**src/rtl/dmt_pkg.sv**
```systemverilog
package dmt_pkg;
  typedef enum logic [2:0] {
    ACT_HOLD,
    ACT_WRITE,
    ACT_START,
    ACT_DEC,
    ACT_WRAP
  } cnt_act_e;
  localparam int NMATCH = 2;
endpackage

```
**src/rtl/dmt_tick_sel.sv**
```systemverilog
module dmt_tick_sel (
  input  logic slow_sel,
  input  logic tick_fast,
  input  logic tick_slow,
  output logic tick
);
  always_comb tick = slow_sel ? tick_slow : tick_fast;
endmodule

```
**src/rtl/dmt_event_eval.sv**
```systemverilog
module dmt_event_eval #(
  parameter int W  = 32,
  parameter int NM = 2
) (
  input  logic [W-1:0] next_val,
  input  logic [W-1:0] reload_val,
  input  logic [W-1:0] match_val [NM],
  input  logic         zero_en,
  output logic         hit
);
  logic [NM-1:0] m_hit;
  logic [NM-1:0] m_zero;
  logic          z_hit;

  // one comparator per match; order of the matches is irrelevant since
  // the count visits the larger one first on its way down
  for (genvar i = 0; i < NM; i++) begin : g_cmp
    always_comb begin
      m_zero[i] = (match_val[i] == '0);
      m_hit[i]  = !m_zero[i] && (match_val[i] <= reload_val) &&
                  (next_val == match_val[i]);
    end
  end

  always_comb begin
    z_hit = (next_val == '0) && (zero_en || (|m_zero));
    hit   = z_hit || (|m_hit);
  end
endmodule

```
**src/rtl/dual_match_downcounter.sv**
```systemverilog
module dual_match_downcounter #(
  parameter int W = 32
) (
  input  logic         clk,
  input  logic         rst_n,
  input  logic         tick_fast,
  input  logic         tick_slow,
  input  logic         ctl_run,
  input  logic         ctl_slow_sel,
  input  logic         ctl_zero_irq_en,
  input  logic         wr_count,
  input  logic         wr_reload,
  input  logic         wr_match_a,
  input  logic         wr_match_b,
  input  logic [W-1:0] wr_data,
  output logic [W-1:0] count_q,
  output logic [W-1:0] reload_q,
  output logic [W-1:0] match_a_q,
  output logic [W-1:0] match_b_q,
  output logic         irq_level
);
  import dmt_pkg::*;

  logic [W-1:0] cnt_r, rld_r, rld_nx, dec_val, load_val;
  logic [W-1:0] mt_r [NMATCH];
  logic         lvl_r, run_d;
  logic         tick, any_wr, tick_go, evt_hit, refill;
  cnt_act_e     act;

  dmt_tick_sel u_tsel (
    .slow_sel  (ctl_slow_sel),
    .tick_fast (tick_fast),
    .tick_slow (tick_slow),
    .tick      (tick)
  );

  always_comb begin
    any_wr  = wr_count | wr_reload | wr_match_a | wr_match_b;
    tick_go = ctl_run & tick & ~any_wr;
    rld_nx  = wr_reload ? wr_data : rld_r;
    dec_val = cnt_r - 1'b1;
    refill  = wr_reload && (rld_r == '0) && (wr_data != '0);
  end

  dmt_event_eval #(.W(W), .NM(NMATCH)) u_eval (
    .next_val   (dec_val),
    .reload_val (rld_r),
    .match_val  (mt_r),
    .zero_en    (ctl_zero_irq_en),
    .hit        (evt_hit)
  );

  // priority: count write, then start/refill, then tick
  always_comb begin
    act      = ACT_HOLD;
    load_val = rld_nx;
    if (ctl_run) begin
      if (wr_count) begin
        act      = ACT_WRITE;
        load_val = wr_data;
      end else if (!run_d || refill) begin
        act = ACT_START;
      end else if (tick_go) begin
        if (cnt_r != '0)      act = ACT_DEC;
        else if (rld_r != '0) act = ACT_WRAP;
      end
    end
  end

  always_ff @(posedge clk) begin
    if (!rst_n) begin
      cnt_r <= '0;
      rld_r <= '0;
      lvl_r <= 1'b0;
      run_d <= 1'b0;
      for (int i = 0; i < NMATCH; i++) mt_r[i] <= '0;
    end else begin
      run_d <= ctl_run;
      rld_r <= rld_nx;
      if (wr_match_a) mt_r[0] <= wr_data;
      if (wr_match_b) mt_r[1] <= wr_data;
      unique case (act)
        ACT_WRITE, ACT_START: cnt_r <= load_val;
        ACT_DEC:              cnt_r <= dec_val;
        ACT_WRAP:             cnt_r <= rld_r;
        default:              cnt_r <= cnt_r;
      endcase
      if (act == ACT_DEC && evt_hit) lvl_r <= ~lvl_r;
    end
  end

  assign count_q   = cnt_r;
  assign reload_q  = rld_r;
  assign match_a_q = mt_r[0];
  assign match_b_q = mt_r[1];
  assign irq_level = lvl_r;
endmodule

```
**config.mk**
```make
export PLATFORM = sky130hd
export DESIGN_NAME = dual_match_downcounter
export DESIGN_NICKNAME = d
export VERILOG_FILES = /design/src/rtl/dmt_pkg.sv /design/src/rtl/dmt_tick_sel.sv /design/src/rtl/dmt_event_eval.sv /design/src/rtl/dual_match_downcounter.sv
export SDC_FILE = /design/constraint.sdc
export NUM_CORES = 1
export LEC_CHECK = 0
export ABC_AREA = 1
export ABC_CLOCK_PERIOD_IN_PS = 5850
export BUFFER_PORTS_ARGS = -buffer_cell sky130_fd_sc_hd__buf_4
export CORE_ASPECT_RATIO = 1.5
export CORE_MARGIN = 5
export CORE_UTILIZATION = 30
export DETAILED_ROUTE_END_ITERATION = 8
export PLACE_DENSITY = 0.51
export RECOVER_POWER = 25
export SYNTH_ARGS = -nofsm -noshare
export SYNTH_HDL_FRONTEND = slang
export SYNTH_HIERARCHICAL = 1
export SYNTH_SLANG_ARGS = --single-unit
```
**constraint.sdc**
```tcl
create_clock -name clk -period 5.85 [get_ports clk]
set_clock_uncertainty 0.15 [all_clocks]
set_input_delay 0.585 -clock clk [delete_from_list [all_inputs] [get_ports clk]]
set_output_delay 0.585 -clock clk [all_outputs]
set_load 0.05 [all_outputs]
```
# Yosys cells after proc, flatten, opt, wreduce, memory -nomap -nowiden
# Cells that the tools add are included.
[word_totals]
regBits = 130
input_bits = 43
[op_classes]
bitwise = 7
reduce_logical = 25
n_eq_ne = 6
mux = 11
n_lt_le_gt_ge = 2
addsub = 1
[ops]
columns = ["operator", "count"]
rows = [
  ["logical NOT 32 bit", 4],
  ["2-to-1 mux 32 bit", 3],
  ["one-hot mux 32 bit (3 select lines)", 1],
  ["nonzero test 32 bit", 3],
  ["equality test 32 bit", 2],
  ["less-or-equal comparator 32 bit", 2],
  ["subtractor 32 x 1 -> 32 bit (second input constant)", 1],
  ["2-to-1 mux 3 bit", 6],
  ["logical AND 1 bit", 8],
  ["equality test 3 x 2 -> 1 bit (second input constant)", 2],
  ["OR reduction 2 bit", 3],
  ["equality test 3 x 1 -> 1 bit (second input constant)", 1],
  ["equality test 3 bit (second input constant)", 1],
  ["logical NOT 1 bit", 3],
  ["logical OR 1 bit", 3],
  ["OR 1 bit", 3],
  ["nonzero test 3 bit", 1],
  ["AND 1 bit", 2],
  ["NOT 1 bit", 2],
  ["2-to-1 mux 1 bit", 1],
]

# Logic depth before layout (Yosys ltp)
# Gate-level depths: netlist of the first run.
[depth]
word_depth = 12
mapped_depth = 23
depth_no_buf = 23

# Cells and area by module
# The synthesis of the first run kept the hierarchy.
[by_module_without_submodules]
columns = ["mod", "cells_each", "n_inst", "area_each_um2"]
rows = [
  ["dual_match_downcounter", 1113, 1, 7009.2],
  ["dmt_event_eval", 481, 1, 2829.0],
  ["dmt_tick_sel", 4, 1, 15.0],
]

# Least setup slack after synthesis of the first run
# No wires, ideal clock.
[synth_timing]
kind = "register to register"
from = "reg cnt_r[0] (netlist: count_q[0])"
to = "reg lvl_r (netlist: irq_level)"
arrival_time_ps = 2732
setup_ps = 122
path_buffers = 0
required_ps = 5578
slack_ps = 2846
period_less_slack_ps = 3004
stages_incl_launch_ff = 22
cell_sequence = "dfxtp_1 > inv_1 > ha_1 > nand2_2 > nor2_4 > nand2_1 > nor2_1 > nand2_1 > xor2_1 > inv_1 > xnor2_1 > nand3_1 > nor2_1 > nand2_1 > nor2_1 > nand2_1 > nor2_1 > nand2_1 > nand3_2 > inv_1 > o21ai_0 > a21oi_1"
[synth_rtl]
columns = ["element", "line", "text"]
rows = [
  ["start: declaration", "dual_match_downcounter.sv:24", "logic [W-1:0] cnt_r, rld_r, rld_nx, dec_val, load_val;"],
  ["start signal: assignment", "dual_match_downcounter.sv:83", "ACT_WRITE, ACT_START: cnt_r <= load_val;"],
  ["start signal: assignment", "dual_match_downcounter.sv:84", "ACT_DEC: cnt_r <= dec_val;"],
  ["start signal: assignment", "dual_match_downcounter.sv:85", "ACT_WRAP: cnt_r <= rld_r;"],
  ["subtractor 32 x 1 -> 32 bit *", "dual_match_downcounter.sv:41", "dec_val = cnt_r - 1'b1;"],
  ["named net dec_val[0]", "dual_match_downcounter.sv:24", ""],
  ["equality test 32 bit", "dmt_event_eval.sv:21", "(next_val == match_val[i]);"],
  ["logical AND 1 bit", "dmt_event_eval.sv:20", "m_hit[i] = !m_zero[i] && (match_val[i] <= reload_val) &&"],
  ["OR reduction 2 bit", "dmt_event_eval.sv:27", "hit = z_hit || (|m_hit);"],
  ["logical OR 1 bit *", "dmt_event_eval.sv:27", ""],
  ["named net evt_hit", "dual_match_downcounter.sv:27", "logic tick, any_wr, tick_go, evt_hit, refill;"],
  ["logical AND 1 bit *", "dual_match_downcounter.sv:88", "if (act == ACT_DEC && evt_hit) lvl_r <= ~lvl_r;"],
  ["end signal: assignment", "dual_match_downcounter.sv:88", ""],
  ["end: declaration", "dual_match_downcounter.sv:26", "logic lvl_r, run_d;"],
]
# The timed path passes the listed nets; every way through them passes the cells marked *.
# A chain may end at the register's enable or synchronous reset.

# Final worst setup path of the first run
# Ends and elaborated chain as after synthesis.

==> results of run 1 <==
-- stage by stage --
stage	total power, mW	cell area [um^2]	setup slack (ps)	hold slack (ps)
floorplan	1.79	9850	2850	567
global placement	2.16	11400	2060	336
detailed placement	2.17	11400	2090	350
CTS	3.33	12000	2100	291
global route	3.47	12000	1720	324
finish	3.30	12000	2050	301
-- registers in the layout, indices dropped and copies added (netlist names) --
signal / count
run_d: 1
count_q: 32
match_a_q: 32
irq_level: 1
match_b_q: 32
reload_q: 32
-- layout by cell type, fill, tap and decap left out, types with 33 or more instances in the layout --
cell type  count
nand4_1       33
nand3_1       89
inv_1        186
o21ai_0      140
nand2_1      377
xnor2_1       43
ha_1          65
dfxtp_1      130
a21oi_1      115
nor2_1       262
buf_4        170
-- per-layer routing --
metal	global-route usage, %	share of wire, %	routed length, um
met4	12.3	5.5	2320
met5	0	0	0
met1	24.1	37	15400
met2	42.6	53	22300
met3	2.91	4.6	1910
-- cells in the mapped netlist --
| cell | n | area share (%) |
|---|---|---|
| a21o_1 | 1 | 0.076 |
| a21oi_1 | 115 | 5.8 |
| buf_1 | 6 | 0.23 |
| buf_2 | 10 | 0.51 |
| buf_4 | 1 | 0.076 |
| buf_6 | 7 | 0.80 |
| clkbuf_1 | 41 | 1.6 |
| clkinv_2 | 1 | 0.051 |
| dfxtp_1 | 130 | 26 |
| ha_1 | 65 | 8.3 |
| inv_1 | 186 | 7.1 |
| inv_2 | 5 | 0.19 |
| inv_6 | 1 | 0.089 |
| nand2_1 | 378 | 14 |
| nand2_2 | 7 | 0.44 |
| nand2_4 | 1 | 0.11 |
| nand3_1 | 89 | 4.5 |
| nand3_2 | 1 | 0.10 |
| nand3_4 | 2 | 0.36 |
| nand3b_1 | 5 | 0.38 |
| nand4_1 | 33 | 2.1 |
| nor2_1 | 262 | 10 |
| nor2_2 | 5 | 0.32 |
| nor2_4 | 3 | 0.34 |
| nor3_1 | 4 | 0.20 |
| nor3_2 | 1 | 0.10 |
| nor4_1 | 11 | 0.70 |
| nor4_2 | 1 | 0.13 |
| nor4_4 | 2 | 0.43 |
| o21a_1 | 4 | 0.30 |
| o21ai_0 | 140 | 7.1 |
| o21ai_1 | 1 | 0.051 |
| or2_0 | 8 | 0.51 |
| or2_1 | 3 | 0.19 |
| xnor2_1 | 43 | 3.8 |
| xor2_1 | 25 | 2.2 |
-- area by class of cell --
| class | instances | area [um^2] |
|---|---|---|
| Inverter | 193 | 731 |
| Tap cell | 415 | 519 |
| Clock buffer | 18 | 439 |
| Timing Repair Buffer | 172 | 1280 |
| Clock inverter | 14 | 178 |
| Multi-Input combinational cell | 1210 | 6210 |
| Fill cell | 3570 | 20600 |
| Sequential cell | 130 | 2600 |
-- kinds of logic (layout without fill, tap and decap cells) --
logic type,Yosys count,count (layout)
AOI/OAI and AO/OA,261,261
buffers and inverters,258,397
adders and majority gates,65,65
DFF,130,130
and+or+nand+nor,816,816
xor gates and xnor gates,68,68
-- worst max path at each step --
stage | from | slack [ps] | cells past startpoint | to
5_1_grt | count_q[0] | 1720 | 22 | irq_level
3_5_place_dp | wr_data[17] | 2090 | 13 | count_q[9]
6_report | count_q[0] | 2050 | 21 | irq_level
3_3_place_gp | wr_data[17] | 2060 | 13 | count_q[9]
2_1_floorplan | count_q[0] | 2850 | 21 | irq_level
4_1_cts | count_q[0] | 2100 | 21 | irq_level
-- power by group through the flow --
stage,Sequential (mW),Combinational (mW),Clock [mW]
5_1_grt,1.09,1.17,1.21
3_3_place_gp,1.10,1.06,0
6_report,1.08,1.07,1.16
4_1_cts,1.08,1.07,1.17
3_5_place_dp,1.10,1.07,0
2_1_floorplan,1.26,0.530,0
-- worst max-delay path: stages, from the launching register on --
cell	delay (ps)
dfxtp_1	320
inv_1	330
ha_1	310
nand2_2	120
nor2_4	220
nand2_1	160
nor2_1	210
nand2_1	110
xor2_1	330
inv_1	150
xnor2_1	180
nand2_1	60
nor2_1	120
nand2_1	80
nor2_1	150
nand2_1	80
nor2_2	80
nand2_1	70
nand3_2	80
inv_1	50
o21ai_0	160
a21oi_1	80
==> summary.md, run 1 <==
| Metric | Value |
|---|---|
| Hold violation total from the final report | `0` |
| DR vias | `10726` |
| Gr usage total | `22.7%` |
| Final Util | `36.8%` |
| Psw | `1.33 mW` |
| DR WL/cell | `19.4 um` |
| Number of global-route vias before repair | `10510` |
| Seq/Total Area, Yosys | `26.4%` |
| Die X | `158 um` |
| Main combinational cell family by area after synthesis | `simple AND/OR/NAND/NOR gates` |
| Comb power frac | `32.4%` |
| Simple logic cell fraction of the synthesized area | `35.3%` |
| Worst-margin pin slew | `1690 ps` |
| Critical path class | `reg -> reg` |
| Worst R2R Start | `count_q[0]` |
| Ant diodes | `0` |
| Synth Net Count | `1706` |
| PwrDens | `276 nW/um^2` |
| Core footprint | `32500 um^2` |
| Ys Warns | `6` |
| TritonCTS buffer count | `17` |
| Initial drt markers | `757` |
| Failing checks | `max-capacitance violations, max-slew violations` |
| Clock transition at path regs | `70 ps` |
| Power Internal | `1.97 mW` |
| Peak fanout along the critical path | `9` |
| F_max | `263 MHz` |
| Starting Density | `30.3%` |
| Final setup vio count | `0` |
| Routability cong. | `0.941` |
| Num Clock Sinks | `130` |
| First-pass GRT wire length | `62.8 mm` |
| Data arrival time of the worst path | `3910 ps` |
| Seq pwr share | `32.6%` |
| Switching Share | `40.2%` |
| Final Non-Filler Cells | `2152` |
| IO Port Bufs | `171` |
| Period utilization | `65.0%` |
| Worst hold path startpoint | `wr_data[26]` |
| Max-cap violations | `1` |
| Clock Tree Buf Depth | `2` |
| Drt drc | `0` |
| Synth Area in Adders | `8.25%` |
| Synth-to-Final Area Change | `21.4%` |
| Max rail drop VDD | `185 uV` |
| Crit Reg-Reg Endpoint | `irq_level` |
| Final WL | `41.8 mm` |
| Grt ovf | `0` |
| Mean Syn Cell Area | `6.17 um^2` |
| Post_cts resized | `0` |
| End point of the worst hold path | `match_b_q[26]` |
| Initial antenna violation count | `0` |
| Pre-antenna DRT Iters | `7` |
| Reg-to-reg slack, setup | `2050 ps` |
| Root Buffer | `clkbuf_16` |
| Seq cells post-synth | `130` |
| Unique masters post-synth | `36` |
| Max Transition Viols Final | `34` |
| Post-route ant nets | `0` |
| Endpoint class of the critical path | `register` |
| Clock power share | `35.0%` |
| Mux share of post-synthesis cell area | `0%` |
| Hold Crit Depth | `3` |
| Total negative slack | `0 ps` |
| Die height | `232 um` |
| Mapped Area | `9850 um^2` |
| Placed wire-length estimate | `33.0 mm` |
| Setup Fix Bufs, Post-CTS | `0` |
| Slew margin rel. | `-12.5%` |
| # IOs | `172` |
| CTS tree | `done` |
| Drt via density | `4.98` |
| Req. time, crit path | `5960 ps` |
| Worst skew pair latency | `450 ps` |
| Status | `complete, but fails checks` |
| Share of post-route cells with drive strength above 1 | `13.4%` |
| CTS H-tree lvls | `4` |
| Static leakage | `5.90 nW` |
| # rows | `81` |
| # placed instances | `2120` |
| Xor/xnor share of the synthesized area | `6.04%` |
| RSZ-0062 raised after global routing | `false` |
| Type of the worst min-delay path | `in -> reg` |
| Post-Syn Instances | `1598` |
| Crit start category | `register` |
| Compound-cell area share of the yosys netlist | `13.4%` |
| Die Area | `36600 um^2` |
| Hold buffer count at cts | `0` |
| Pin count of the biggest net entering global routing | `99` |
| Min Tclk post-route | `3800 ps` |
| Final net count | `1832` |
| Register-to-Register Path Depth | `21` |
(Power assumes the default switching activity.)
==> inputs of run 2 (changes only) <==
--- a/config.mk
+++ b/config.mk
@@ -5,14 +5,14 @@
 export SDC_FILE = /design/constraint.sdc
 export NUM_CORES = 1
 export LEC_CHECK = 0
-export ABC_AREA = 1
-export ABC_CLOCK_PERIOD_IN_PS = 5850
+export ABC_AREA = 0
+export ABC_CLOCK_PERIOD_IN_PS = 3700
 export BUFFER_PORTS_ARGS = -buffer_cell sky130_fd_sc_hd__buf_4
 export CORE_ASPECT_RATIO = 1.5
 export CORE_MARGIN = 5
 export CORE_UTILIZATION = 30
 export DETAILED_ROUTE_END_ITERATION = 8
-export PLACE_DENSITY = 0.51
+export PLACE_DENSITY = 0.52
 export RECOVER_POWER = 25
 export SYNTH_ARGS = -nofsm -noshare
 export SYNTH_HDL_FRONTEND = slang
==> constraint.sdc (replaced) <==
create_clock -name clk -period 3.7 [get_ports clk]
set_clock_uncertainty 0.15 [all_clocks]
set_input_delay 0.37 -clock clk [delete_from_list [all_inputs] [get_ports clk]]
set_output_delay 0.37 -clock clk [all_outputs]
set_load 0.05 [all_outputs]
==> summary.md, run 2 <==
| Metric | Value |
|---|---|
| Starting Density | `30.1%` |
| Switching Share | `36.2%` |
| Slew margin rel. | `-7.25%` |
| Ant diodes | `0` |
| Max-cap violations | `1` |
| Post-Syn Instances | `994` |
| Grt ovf | `0` |
| Post-route ant nets | `0` |
| Mean Syn Cell Area | `8.64 um^2` |
| Routability cong. | `0.954` |
| Leading post-synthesis cells by cell area | `dfxtp_1, mux2i_1, ha_1, xor2_1, nor2_1` |
| IO Port Bufs | `171` |
| Synth async-reset ratio | `0%` |
| Reg area | `2600 um^2` |
| Crit path max-delay family | `simple AND/OR/NAND/NOR gates` |
| Post-synth top cells | `dfxtp_1, nor2_1, mux2i_1, nand2_1, ha_1` |
| Drt via density | `5.62` |
| Die Area | `32200 um^2` |
| Status | `complete, but fails checks` |
| CP dominant cell by count | `buf_4` |
| Root Buffer | `clkbuf_16` |
| Final Non-Filler Cells | `1590` |
| Max rail drop VDD | `299 uV` |
| Peak fanout along the critical path | `6` |
| Main combinational cell family by area after synthesis | `simple AND/OR/NAND/NOR gates` |
| Seq cells post-synth | `130` |
| Failing checks | `max-capacitance violations, max-slew violations` |
| Mux share of post-synthesis cell area | `11.4%` |
| First-pass GRT wire length | `58.5 mm` |
| Placed wire-length estimate | `31.8 mm` |
| Endpoint class of the critical path | `register` |
| Worst-margin pin slew | `1610 ps` |
| Share of the synthesized area in the top cell type | `30.3%` |
| # placed instances | `1552` |
| Power Internal | `3.30 mW` |
| Period utilization | `95.7%` |
| Min Tclk post-route | `3540 ps` |
| Crit start category | `register` |
| Num Clock Sinks | `130` |
| Routing usage on met1 | `27.3%` |
| Worst skew pair latency | `440 ps` |
| CTS H-tree lvls | `4` |
| Gr usage total | `24.5%` |
| TritonCTS buffer count | `17` |
| Area leader, netlist | `dfxtp_1` |
| Number of global-route vias before repair | `8901` |
| Drt drc | `0` |
| Clock Tree Buf Depth | `2` |
| Pin count of the biggest net entering global routing | `60` |
| Psw | `1.87 mW` |
| Most frequent cells in the layout | `buf_4, dfxtp_1, nor2_1, mux2i_1, nand2_1` |
| Seq pwr share | `32.3%` |
| Final net count | `1334` |
| # IOs | `172` |
| Hold violation total from the final report | `0` |
| Unique masters post-synth | `67` |
| Mapped Area | `8590 um^2` |
| Static leakage | `5.30 nW` |
| Critical Path Max Stage Delay | `540 ps` |
| CTS tree | `done` |
| Critical path cell sequence | `or4_4 > or4_4 > buf_4 > nor3_1 > xor2_1 > buf_4 > buf_4 > nor4_4 > nand4_1 > nor3_2 > a31oi_1 > o21ai_1 > nand2_1 > xor2_1 > nor2_1` |
| F_max | `282 MHz` |
| Count leader, synth | `dfxtp_1` |
| Initial antenna violation count | `0` |
| Most common cell after layout, fill and taps aside | `buf_4` |
| Clock power share | `36.0%` |
| Seq/Total Area, Yosys | `30.3%` |
| Data arrival time of the worst path | `3700 ps` |
| Main synth FF type | `dfxtp_1` |
| Share of post-route cells with drive strength above 1 | `27.3%` |
| Buf/Inv on CP | `3` |
| Core footprint | `28500 um^2` |
| Met2 usage | `44.9%` |
| Synth-to-Final Area Change | `35.5%` |
| Die X | `148 um` |
| Fill count | `2905` |
| # rows | `76` |
| DR vias | `8935` |
| Comb power frac | `31.7%` |
| M3 GR Usage | `3.71%` |
| Number of flops mapped to enable cells by yosys | `0` |
| Busiest grt layer | `met2` |
| Area of the multi-input gates | `5840 um^2` |
| Compound-cell area share of the yosys netlist | `13.7%` |
| Type of the worst min-delay path | `in -> reg` |
| DR WL/cell | `25.4 um` |
| Synth Net Count | `1102` |
| Die height | `217 um` |
| Ys Warns | `6` |
| PwrDens | `445 nW/um^2` |
| CP max stage cell | `or4_4` |
| Pre-antenna DRT Iters | `5` |
| Critical path class | `reg -> reg` |
| Max Transition Viols Final | `33` |
| Initial drt markers | `583` |
| Overall power | `5.18 mW` |
| Hold buffer count at cts | `0` |
| Simple logic cell fraction of the synthesized area | `21.4%` |
| Xor/xnor share of the synthesized area | `9.38%` |
| Clock transition at path regs | `60 ps` |
| Synth Area in Adders | `9.47%` |
| Req. time, crit path | `3860 ps` |
| Final setup vio count | `0` |
| Final WL | `40.4 mm` |
## run 2: changes by cell type in the layout (fill, tap and decap cells not counted), moves of 25 or more
cell | previous run | this run
nand2_1 | 377 | 83
buf_4 | 170 | 257
xor2_1 | 25 | 55
mux2i_1 | 0 | 96
o21ai_0 | 140 | 9
inv_1 | 186 | 41
a21oi_1 | 115 | 27
nor2_1 | 262 | 119
nand3_1 | 89 | 17
nor4_1 | 11 | 53
a31oi_1 | 0 | 25
## run 2: kinds of logic (layout without fill, tap and decap cells)
logic type                 after synthesis  after routing
adders and majority gates               65             65
buffers and inverters                   89            334
AOI/OAI and AO/OA                      151            151
and+or+nand+nor                        370            370
muxes                                   97             97
DFF                                    130            130
xor gates and xnor gates                92             92
## run 2: worst register-to-register path, cell delays in order (launching register included)
cell and delay [ps]:
dfxtp_2 320, or4_4 540, or4_4 490, buf_4 190, nor3_1 220, xor2_1 170
buf_4 170, buf_4 140, nor4_4 250, nand4_1 140, nor3_2 220, a31oi_1 60
o21ai_1 70, nand2_1 70, xor2_1 160, nor2_1 50
## run 2: cell type report
cell class / instances / share of cell area [%]
clock inverter: 9 / 1.30
clock buffer: 23 / 4.19
sequential: 130 / 22.4
timing repair buffer: 261 / 16.9
inverter: 41 / 1.32
tap: 351 / 3.77
multi-input combinational: 775 / 50.2
## run 2: power groups by stage
| stage | Clock, mW | Sequential [mW] | Combinational [mW] |
|---|---|---|---|
| 3_3_place_gp | 0 | 1.70 | 1.57 |
| 6_report | 1.86 | 1.67 | 1.64 |
| 5_1_grt | 1.95 | 1.68 | 1.74 |
| 3_5_place_dp | 0 | 1.70 | 1.58 |
| 2_1_floorplan | 0 | 1.94 | 0.666 |
| 4_1_cts | 1.89 | 1.67 | 1.59 |
## run 2: final timing paths
kind | from | end | slack (ps) | depth (start not counted)
max reg2reg | count_q[11] | irq_level | 160 | 15
max | count_q[11] | irq_level | 160 | 15
min reg2reg | irq_level | irq_level | 420 | 2
min | ctl_run | run_d | 70 | 2
## run 2: per-stage QoR
stage / setup slack, ps / TNS (ps) / instance area (um^2) / utilization [%] / hold slack, ps
floorplan: 4.41 / 0 / 8590 / - / 342
global placement: -153 / -153 / 10700 / 37.6 / 419
detailed placement: -132 / -132 / 10700 / 37.6 / 422
CTS: 15.0 / 0 / 11400 / 40.0 / 59.0
global route: -12.7 / -12.7 / 11600 / 40.8 / 68.4
finish: 159 / 0 / 11600 / 40.8 / 74.6
## run 2: routing by layer
layer,routed length (um),part of all wire (%)
met5,0,0
met1,15100,37
met4,2130,5.3
met3,1990,4.9
met2,21200,52
## run 2: what timing repair did
| item | 4_1_cts | 5_1_grt |
|---|---|---|
| pin swaps | 1 | 6 |
| endpoints found under the setup margin | 1 | 1 |
| resized for setup | 5 | 27 |
| setup buffers | 1 | 5 |
